[config.mk]
export PLATFORM = sky130hd
export DESIGN_NAME = exc_entry_unit
export DESIGN_NICKNAME = d
export VERILOG_FILES = /design/src/rtl/exc_pkg.sv /design/src/rtl/exc_arbiter.sv /design/src/rtl/exc_status_reg.sv /design/src/rtl/exc_syndrome.sv /design/src/rtl/exc_entry_unit.sv
export SDC_FILE = /design/constraint.sdc
export NUM_CORES = 1
export LEC_CHECK = 0
export BUFFER_PORTS_ARGS = -buffer_cell sky130_fd_sc_hd__buf_2
export CAP_MARGIN = 20
export CORE_ASPECT_RATIO = 0.75
export CORE_MARGIN = 10
export CORE_UTILIZATION = 28
export CTS_CLUSTER_DIAMETER = 50
export DETAILED_ROUTE_END_ITERATION = 16
export PLACE_DENSITY = 0.54
export SETUP_SLACK_MARGIN = 0.3
export SYNTH_ARGS = -nofsm -noshare
export SYNTH_HDL_FRONTEND = slang
export SYNTH_SLANG_ARGS = --single-unit
[constraint.sdc]
create_clock -name clk -period 1.3 [get_ports clk]
set_input_delay 0.13 -clock clk [delete_from_list [all_inputs] [get_ports clk]]
set_output_delay 0.13 -clock clk [all_outputs]
set_load 0.05 [all_outputs]
[src/rtl/exc_pkg.sv]
package exc_pkg;
  // status word bit positions
  localparam int B_RECOV     = 0;
  localparam int B_PERF_MASK = 1;
  localparam int B_DSPACE    = 2;
  localparam int B_ISPACE    = 3;
  localparam int B_FPEXC1    = 4;
  localparam int B_FPEXC0    = 5;
  localparam int B_FPU_EN    = 6;
  localparam int B_MCHK_EN   = 7;
  localparam int B_DBG_EN    = 8;
  localparam int B_USER      = 9;
  localparam int B_EXT_EN    = 10;
  localparam int B_CRIT_EN   = 11;
  localparam int B_WAIT_EN   = 12;
  localparam int B_VEC_EN    = 13;

  typedef enum logic [1:0] {
    EV_NONE  = 2'd0,
    EV_MCHK  = 2'd1,
    EV_RET   = 2'd2,
    EV_DSTOR = 2'd3
  } exc_event_e;
endpackage

[src/rtl/exc_arbiter.sv]
module exc_arbiter
  import exc_pkg::*;
(
  input  logic       mc_req_i,
  input  logic       ret_req_i,
  input  logic       ds_req_i,
  input  logic       hi_pend_i,
  output exc_event_e ev_o
);
  always_comb begin
    if (mc_req_i)                    ev_o = EV_MCHK;
    else if (ret_req_i)              ev_o = EV_RET;
    else if (ds_req_i && !hi_pend_i) ev_o = EV_DSTOR;
    else                             ev_o = EV_NONE;
  end
endmodule

[src/rtl/exc_status_reg.sv]
module exc_status_reg
  import exc_pkg::*;
#(
  parameter int          STAT_W   = 32,
  parameter logic [STAT_W-1:0] STAT_RST = '0
) (
  input  logic              clk,
  input  logic              rst,
  input  exc_event_e        ev_i,
  input  logic              clr_dbg_i,
  input  logic              wr_en_i,
  input  logic [STAT_W-1:0] wr_val_i,
  input  logic [STAT_W-1:0] restore_i,
  output logic [STAT_W-1:0] stat_o
);
  function automatic logic [STAT_W-1:0] bit_of(int idx);
    logic [STAT_W-1:0] m;
    m = '0;
    m[idx] = 1'b1;
    return m;
  endfunction

  localparam logic [STAT_W-1:0] DS_MASK =
    bit_of(B_RECOV) | bit_of(B_PERF_MASK) | bit_of(B_DSPACE) | bit_of(B_ISPACE) |
    bit_of(B_FPEXC1) | bit_of(B_FPEXC0) | bit_of(B_FPU_EN) | bit_of(B_USER) |
    bit_of(B_EXT_EN) | bit_of(B_CRIT_EN) | bit_of(B_WAIT_EN) | bit_of(B_VEC_EN);
  localparam logic [STAT_W-1:0] MC_MASK  = DS_MASK | bit_of(B_MCHK_EN);
  localparam logic [STAT_W-1:0] DBG_MASK = bit_of(B_DBG_EN);

  logic [STAT_W-1:0] stat_q;
  logic [STAT_W-1:0] mc_clear;

  assign mc_clear = MC_MASK | (clr_dbg_i ? DBG_MASK : '0);

  always_ff @(posedge clk) begin
    if (rst) begin
      stat_q <= STAT_RST;
    end else begin
      unique case (ev_i)
        EV_MCHK:  stat_q <= stat_q & ~mc_clear;
        EV_DSTOR: stat_q <= stat_q & ~DS_MASK;
        EV_RET:   stat_q <= restore_i;
        default:  if (wr_en_i) stat_q <= wr_val_i;
      endcase
    end
  end

  assign stat_o = stat_q;

  AST_MC_DBG_KEPT: assert property (@(posedge clk) disable iff (rst)
    (ev_i == EV_MCHK && !clr_dbg_i) |=> stat_q[B_DBG_EN] == $past(stat_q[B_DBG_EN]));
  AST_MC_DBG_CLR: assert property (@(posedge clk) disable iff (rst)
    (ev_i == EV_MCHK && clr_dbg_i) |=> !stat_q[B_DBG_EN]);
  AST_DS_KEEPS_MCHK: assert property (@(posedge clk) disable iff (rst)
    (ev_i == EV_DSTOR) |=> stat_q[B_MCHK_EN] == $past(stat_q[B_MCHK_EN]));
endmodule

[src/rtl/exc_syndrome.sv]
module exc_syndrome #(
  parameter int SYN_W = 8
) (
  input  logic             clk,
  input  logic             rst,
  input  logic             set_en_i,
  input  logic [SYN_W-1:0] set_i,
  input  logic [SYN_W-1:0] clr_i,
  output logic [SYN_W-1:0] syn_o
);
  logic [SYN_W-1:0] syn_q;

  for (genvar b = 0; b < SYN_W; b++) begin : g_bit
    always_ff @(posedge clk) begin
      if (rst)                      syn_q[b] <= 1'b0;
      else if (set_en_i && set_i[b]) syn_q[b] <= 1'b1;
      else if (clr_i[b])            syn_q[b] <= 1'b0;
    end
  end

  assign syn_o = syn_q;

  AST_SYN_STICKY: assert property (@(posedge clk) disable iff (rst)
    (clr_i == '0) |=> ((syn_q & $past(syn_q)) == $past(syn_q)));
  AST_SYN_SET_WINS: assert property (@(posedge clk) disable iff (rst)
    set_en_i |=> ((syn_q & $past(set_i)) == $past(set_i)));
endmodule

[src/rtl/exc_entry_unit.sv]
module exc_entry_unit
  import exc_pkg::*;
#(
  parameter int ADDR_W = 32,
  parameter int STAT_W = 32,
  parameter int SYN_W  = 8,
  parameter int BASE_W = 24,
  parameter logic [ADDR_W-BASE_W-1:0] MC_OFS = 'h10,
  parameter logic [ADDR_W-BASE_W-1:0] DS_OFS = 'h20
) (
  input  logic              clk,
  input  logic              rst,
  input  logic [ADDR_W-1:0] cur_pc_i,
  input  logic              mc_req_i,
  input  logic [SYN_W-1:0]  mc_src_i,
  input  logic              mc_addr_vld_i,
  input  logic [ADDR_W-1:0] mc_addr_i,
  input  logic              ds_req_i,
  input  logic [ADDR_W-1:0] ds_ea_i,
  input  logic              hi_pend_i,
  input  logic              mc_ret_i,
  input  logic              cfg_mc_clr_dbg_i,
  input  logic              stat_wr_en_i,
  input  logic [STAT_W-1:0] stat_wr_val_i,
  input  logic              vbase_wr_en_i,
  input  logic [BASE_W-1:0] vbase_wr_val_i,
  input  logic [SYN_W-1:0]  syn_clr_i,
  output logic              redirect_o,
  output logic [ADDR_W-1:0] fetch_addr_o,
  output logic [STAT_W-1:0] stat_o,
  output logic [ADDR_W-1:0] mc_save_pc_o,
  output logic [STAT_W-1:0] mc_save_stat_o,
  output logic [ADDR_W-1:0] ds_save_pc_o,
  output logic [STAT_W-1:0] ds_save_stat_o,
  output logic [SYN_W-1:0]  syndrome_o,
  output logic [ADDR_W-1:0] mc_addr_o,
  output logic [BASE_W-1:0] vbase_o
);
  exc_event_e        ev;
  logic [STAT_W-1:0] stat;
  logic [ADDR_W-1:0] mc_pc_q, ds_pc_q, mc_addr_q, fetch_q;
  logic [STAT_W-1:0] mc_stat_q, ds_stat_q;
  logic [BASE_W-1:0] vbase_q;
  logic              redirect_q;

  exc_arbiter u_arb (
    .mc_req_i  (mc_req_i),
    .ret_req_i (mc_ret_i),
    .ds_req_i  (ds_req_i),
    .hi_pend_i (hi_pend_i),
    .ev_o      (ev)
  );

  exc_status_reg #(.STAT_W(STAT_W)) u_stat (
    .clk       (clk),
    .rst       (rst),
    .ev_i      (ev),
    .clr_dbg_i (cfg_mc_clr_dbg_i),
    .wr_en_i   (stat_wr_en_i),
    .wr_val_i  (stat_wr_val_i),
    .restore_i (mc_stat_q),
    .stat_o    (stat)
  );

  exc_syndrome #(.SYN_W(SYN_W)) u_syn (
    .clk      (clk),
    .rst      (rst),
    .set_en_i (ev == EV_MCHK),
    .set_i    (mc_src_i),
    .clr_i    (syn_clr_i),
    .syn_o    (syndrome_o)
  );

  always_ff @(posedge clk) begin
    if (rst) begin
      mc_pc_q    <= '0;
      mc_stat_q  <= '0;
      ds_pc_q    <= '0;
      ds_stat_q  <= '0;
      mc_addr_q  <= '0;
      fetch_q    <= '0;
      vbase_q    <= '0;
      redirect_q <= 1'b0;
    end else begin
      redirect_q <= (ev != EV_NONE);
      if (vbase_wr_en_i) vbase_q <= vbase_wr_val_i;
      unique case (ev)
        EV_MCHK: begin
          mc_pc_q   <= cur_pc_i;
          mc_stat_q <= stat;
          fetch_q   <= {vbase_q, MC_OFS};
          if (mc_addr_vld_i) mc_addr_q <= mc_addr_i;
        end
        EV_DSTOR: begin
          ds_pc_q   <= ds_ea_i;
          ds_stat_q <= stat;
          fetch_q   <= {vbase_q, DS_OFS};
        end
        EV_RET: fetch_q <= mc_pc_q;
        default: ;
      endcase
    end
  end

  assign redirect_o     = redirect_q;
  assign fetch_addr_o   = fetch_q;
  assign stat_o         = stat;
  assign mc_save_pc_o   = mc_pc_q;
  assign mc_save_stat_o = mc_stat_q;
  assign ds_save_pc_o   = ds_pc_q;
  assign ds_save_stat_o = ds_stat_q;
  assign mc_addr_o      = mc_addr_q;
  assign vbase_o        = vbase_q;

  AST_MC_SAVES_STATUS: assert property (@(posedge clk) disable iff (rst)
    mc_req_i |=> mc_save_stat_o == $past(stat_o));
  AST_MC_VECTOR: assert property (@(posedge clk) disable iff (rst)
    mc_req_i |=> fetch_addr_o == {$past(vbase_o), MC_OFS});
  AST_MC_ADDR_HOLD: assert property (@(posedge clk) disable iff (rst)
    !(mc_req_i && mc_addr_vld_i) |=> $stable(mc_addr_o));
  AST_DS_DROPPED: assert property (@(posedge clk) disable iff (rst)
    (mc_req_i || mc_ret_i || hi_pend_i) |=> $stable(ds_save_pc_o) && $stable(ds_save_stat_o));
  AST_RET_RESTORE: assert property (@(posedge clk) disable iff (rst)
    (mc_ret_i && !mc_req_i) |=> stat_o == $past(mc_save_stat_o) && fetch_addr_o == $past(mc_save_pc_o));
  AST_REDIRECT_ON_EVENT: assert property (@(posedge clk) disable iff (rst)
    (mc_req_i || mc_ret_i) |=> redirect_o);
  AST_REDIRECT_IDLE: assert property (@(posedge clk) disable iff (rst)
    !(mc_req_i || mc_ret_i || ds_req_i) |=> !redirect_o);
endmodule

==> results_dict.tcl <==
set metrics [dict create \
    seq_area_sq_mm 0.005589 \
    initial_core_util_pct 28.37 \
    drc_errors 0 \
    start_kind "flop" \
    rr_endpoint "fetch_addr_o[20]$_SDFFE_PP0N_" \
    yosysWarnings 0 \
    die_w_um 232.6 \
    fmax_mhz 819.9 \
    cts.sinks 257 \
    p_seq_share_pct 39.2 \
    final_util_pct 58.05 \
    routedWlPerCell_um 19.11 \
    drive_gt1_share_pct 52.12 \
    swShare_pct 27.76 \
    ys_types 31 \
    finalSetupViolCount 0 \
    slowest_delay_ns 0.38 \
    path_delay_family "flip-flops" \
    tightest_slew_ns 0.5223 \
    r2r-start "vbase_o[12]$_SDFFE_PP0P_" \
    fin_skew_ns 0.008304 \
    p_clk_share_pct 41.2 \
    crit_fanout 2 \
    cts_buffer_depth 3 \
    grt_use_total_pct 19.16 \
    area_growth_pct 104.6 \
    required_ns 1.17 \
    io_buffers 434 \
    htreeDepth 1 \
    irDropWorstVdd_mv 0.8792 \
    hold_start "mc_ret_i" \
    grt_pass1_wl_mm 64.19 \
    netlist_area_sq_mm 0.009490 \
    ios 435 \
    outcome "complete, no violations" \
    grt_max_degree 106 \
    rows 58 \
    hold_path.class "in2reg" \
    multiInputGateArea_sq_mm 0.003910 \
    avgSynthCellArea_sq_um 8.945 \
    ys_seq_area_share_pct 54.21 \
    viasPerCell 4.638 \
    core_sq_mm 0.03345 \
    rsz0062_at_grt "yes" \
    grt_overflow 0 \
    hold_viol 0 \
    p_switching_mw 5.986 \
    final.fill_count 2685 \
    cts-buffers-inserted 30 \
    reg2reg_slack_ns 0.27 \
    clk_latency_ns 0.55 \
    clockRootBuffer "clkbuf_16" \
    tritoncts "done" \
    worst_setup_path_end_kind "output pin" \
    cp_slowest_cell "dfxtp_4" \
    drt_wl_total_mm 43.90 \
    dieArea_sq_mm 0.04174 \
    drv_cap 0 \
    routabilityCongestion 0.7939 \
    final-max-slew-violation-count 0 \
    syn_nets 1239 \
    netlist_instances 1061 \
    leakage_nw 8.498 \
    dr_total_vias 10650 \
    p_per_area_mw_per_mm2 1110 \
    grt_pass1_vias 11030 \
    synth_seq_cells 257 \
    worstSetupPathType "reg2out" \
    r2r_cells 4 \
    cellInternalPower_mw 15.58 \
    combPwrFrac_pct 19.5 \
    dr.pass1.iters 5 \
    slew_headroom_pct 65.18 \
    crit_buf_inv 1 \
    place_hpwl_mm 26.31 \
    fin_tns_setup_ns 0 \
    period_minus_slack_ns 1.220 \
    cp.arrival_ns 1.09 \
    holdPathEnd "fetch_addr_o[5]$_SDFFE_PP0N_" \
    drtAntennaViolNets 0 \
    grt_antenna_before_repair 7 \
    whs_path_depth 3 \
    clkTransAtPathRegs_ns 0.06 \
    path_cells "buf_8" \
    fin_crit_sh_pct 93.82 \
    layout.nets 1995 \
    dr.first_iter.drc_count 585 \
    fp.dieH_um 179.4 \
]
[per-layer routing]
metal | wire length [um] | global-route usage [%]
met2 | 21670 | 33.03
met1 | 17230 | 21.46
met5 | 0 | 0
met3 | 2925 | 5.585
met4 | 2076 | 8.528
[per-stage QoR]
stage | total power [mW] | hold slack (ns) | instances | instance area, sq um | setup WS [ns]
final | 21.57 | 0.03311 | 2297 | 19420 | 0.08029
after global routing | 22.36 | 0.05040 | 2297 | 19420 | 0.04248
after CTS | 21.49 | 0.007978 | 2248 | 18640 | 0.05542
after detailed placement | 11.39 | 0.3694 | 1907 | 12460 | -0.01761
after global placement | 11.36 | 0.3578 | 1907 | 12460 | 0.04702
after floorplan | 10.42 | 0.2367 | 1061 | 9676 | 0.2188
[worst register-to-register path: cells and delay by family (launching register included)]
| family | cells | cell delay [ns] |
|---|---|---|
| DFF | 1 | 0.36 |
| and+or+nand+nor | 1 | 0.04 |
| buffers and inverters | 2 | 0.21 |
| AOI/OAI and AO/OA | 1 | 0.30 |
[sequential cells by signal, indices dropped and copies added (netlist names)]
| register | cells |
|---|---|
| ds_save_pc_o | 32 |
| ds_save_stat_o | 32 |
| fetch_addr_o | 32 |
| mc_addr_o | 32 |
| mc_save_pc_o | 32 |
| mc_save_stat_o | 32 |
| redirect_o | 1 |
| u_stat.stat_o | 32 |
| u_syn.syn_o | 8 |
| vbase_o | 24 |
[power by group through the flow]
stage	combinational [mW]	clock, mW	sequential (mW)
after CTS	3.99	9.07	8.43
after global placement	2.78	0	8.58
after floorplan	0.843	0	9.58
after detailed placement	2.80	0	8.58
after global routing	4.42	9.45	8.49
final	4.21	8.89	8.46
[worst max path at each step]
stage / startpoint / to / slack [ns] / cells after the start
2_1_floorplan: u_stat.stat_o[8]$_SDFFE_PP0P_ / u_stat.stat_o[8]$_SDFFE_PP0P_ / 0.22 / 4
3_3_place_gp: ds_req_i / u_stat.stat_o[27]$_SDFFE_PP0P_ / 0.05 / 7
3_5_place_dp: mc_req_i / mc_addr_o[5]$_SDFFE_PP0P_ / -0.02 / 6
4_1_cts: u_stat.stat_o[12]$_SDFFE_PP0P_ / stat_o[12] / 0.06 / 1
5_1_grt: u_stat.stat_o[30]$_SDFFE_PP0P_ / stat_o[30] / 0.04 / 1
6_report: u_stat.stat_o[8]$_SDFFE_PP0P_ / stat_o[8] / 0.08 / 1
[cells in the mapped netlist]
| master | n | share of area, % |
|---|---|---|
| a221oi_1 | 1 | 0.092 |
| dfxtp_1 | 257 | 54 |
| nor2_1 | 135 | 5.3 |
| inv_1 | 2 | 0.079 |
| o21ba_2 | 1 | 0.11 |
| a21oi_1 | 113 | 6.0 |
| a22oi_1 | 24 | 1.9 |
| o22ai_1 | 1 | 0.066 |
| buf_2 | 28 | 1.5 |
| nand2_1 | 265 | 10 |
| mux2i_1 | 81 | 8.5 |
| nand2b_4 | 1 | 0.14 |
| nor3_4 | 2 | 0.34 |
| buf_6 | 16 | 1.9 |
| nor2_4 | 2 | 0.24 |
| o2bb2ai_1 | 18 | 1.7 |
| nand2b_1 | 11 | 0.73 |
| buf_1 | 4 | 0.16 |
| nor2b_4 | 1 | 0.14 |
| o21ai_1 | 3 | 0.16 |
| nor2b_1 | 6 | 0.40 |
| clkbuf_1 | 27 | 1.1 |
| o311a_1 | 1 | 0.11 |
| o21ai_0 | 13 | 0.69 |
| nor3_1 | 1 | 0.053 |
| and2_1 | 1 | 0.066 |
| a311oi_1 | 25 | 2.3 |
| a211oi_1 | 12 | 0.95 |
| nand3_1 | 1 | 0.053 |
| buf_4 | 7 | 0.55 |
| inv_2 | 1 | 0.040 |
[kinds of logic (layout without fill, tap and decap cells)]
logic type | after synthesis | count (layout) | share of synthesized area [%]
AND/OR/NAND/NOR | 426 | 426 | 17.98
flip-flops | 257 | 257 | 54.21
AO/OA/AOI/OAI | 212 | 212 | 13.99
buffers and inverters | 85 | 864 | 5.273
multiplexers | 81 | 81 | 8.543
other | 0 | 7 | 0
[final cells by class]
cell class / count / share of cell area [%]
repair buffers: 806 / 42.66
inverters: 3 / 0.05798
well taps: 450 / 2.899
clock buffers: 43 / 4.432
multi-input cells: 719 / 20.13
diodes: 7 / 0.09019
flip-flops and latches: 257 / 28.78
clock inverters: 12 / 0.9470
[cell usage in the layout (no fill, tap or decap), types with 12 or more instances in the layout]
cell | netlist | layout
dlygate4sd3_1 | 0 | 170
buf_4 | 7 | 177
nor2_1 | 135 | 133
dfxtp_2 | 0 | 208
buf_2 | 28 | 174
a311oi_1 | 25 | 25
buf_8 | 0 | 245
buf_12 | 0 | 27
o2bb2ai_1 | 18 | 18
dfxtp_4 | 0 | 49
clkbuf_16 | 0 | 31
a22oi_1 | 24 | 21
mux2i_1 | 81 | 81
nand2_1 | 265 | 263
a21oi_1 | 113 | 112
o21ai_0 | 13 | 12
[timing repair]
action	4_1_cts	5_1_grt
buffers inserted	114	42
hold buffers	172	0
endpoints found under the hold margin	173	0
pin swaps	0	4
setup endpoints to repair	257	333
gates cloned	0	0
gates resized for setup	874	140
No activity file was read; power rests on OpenSTA's default activity.
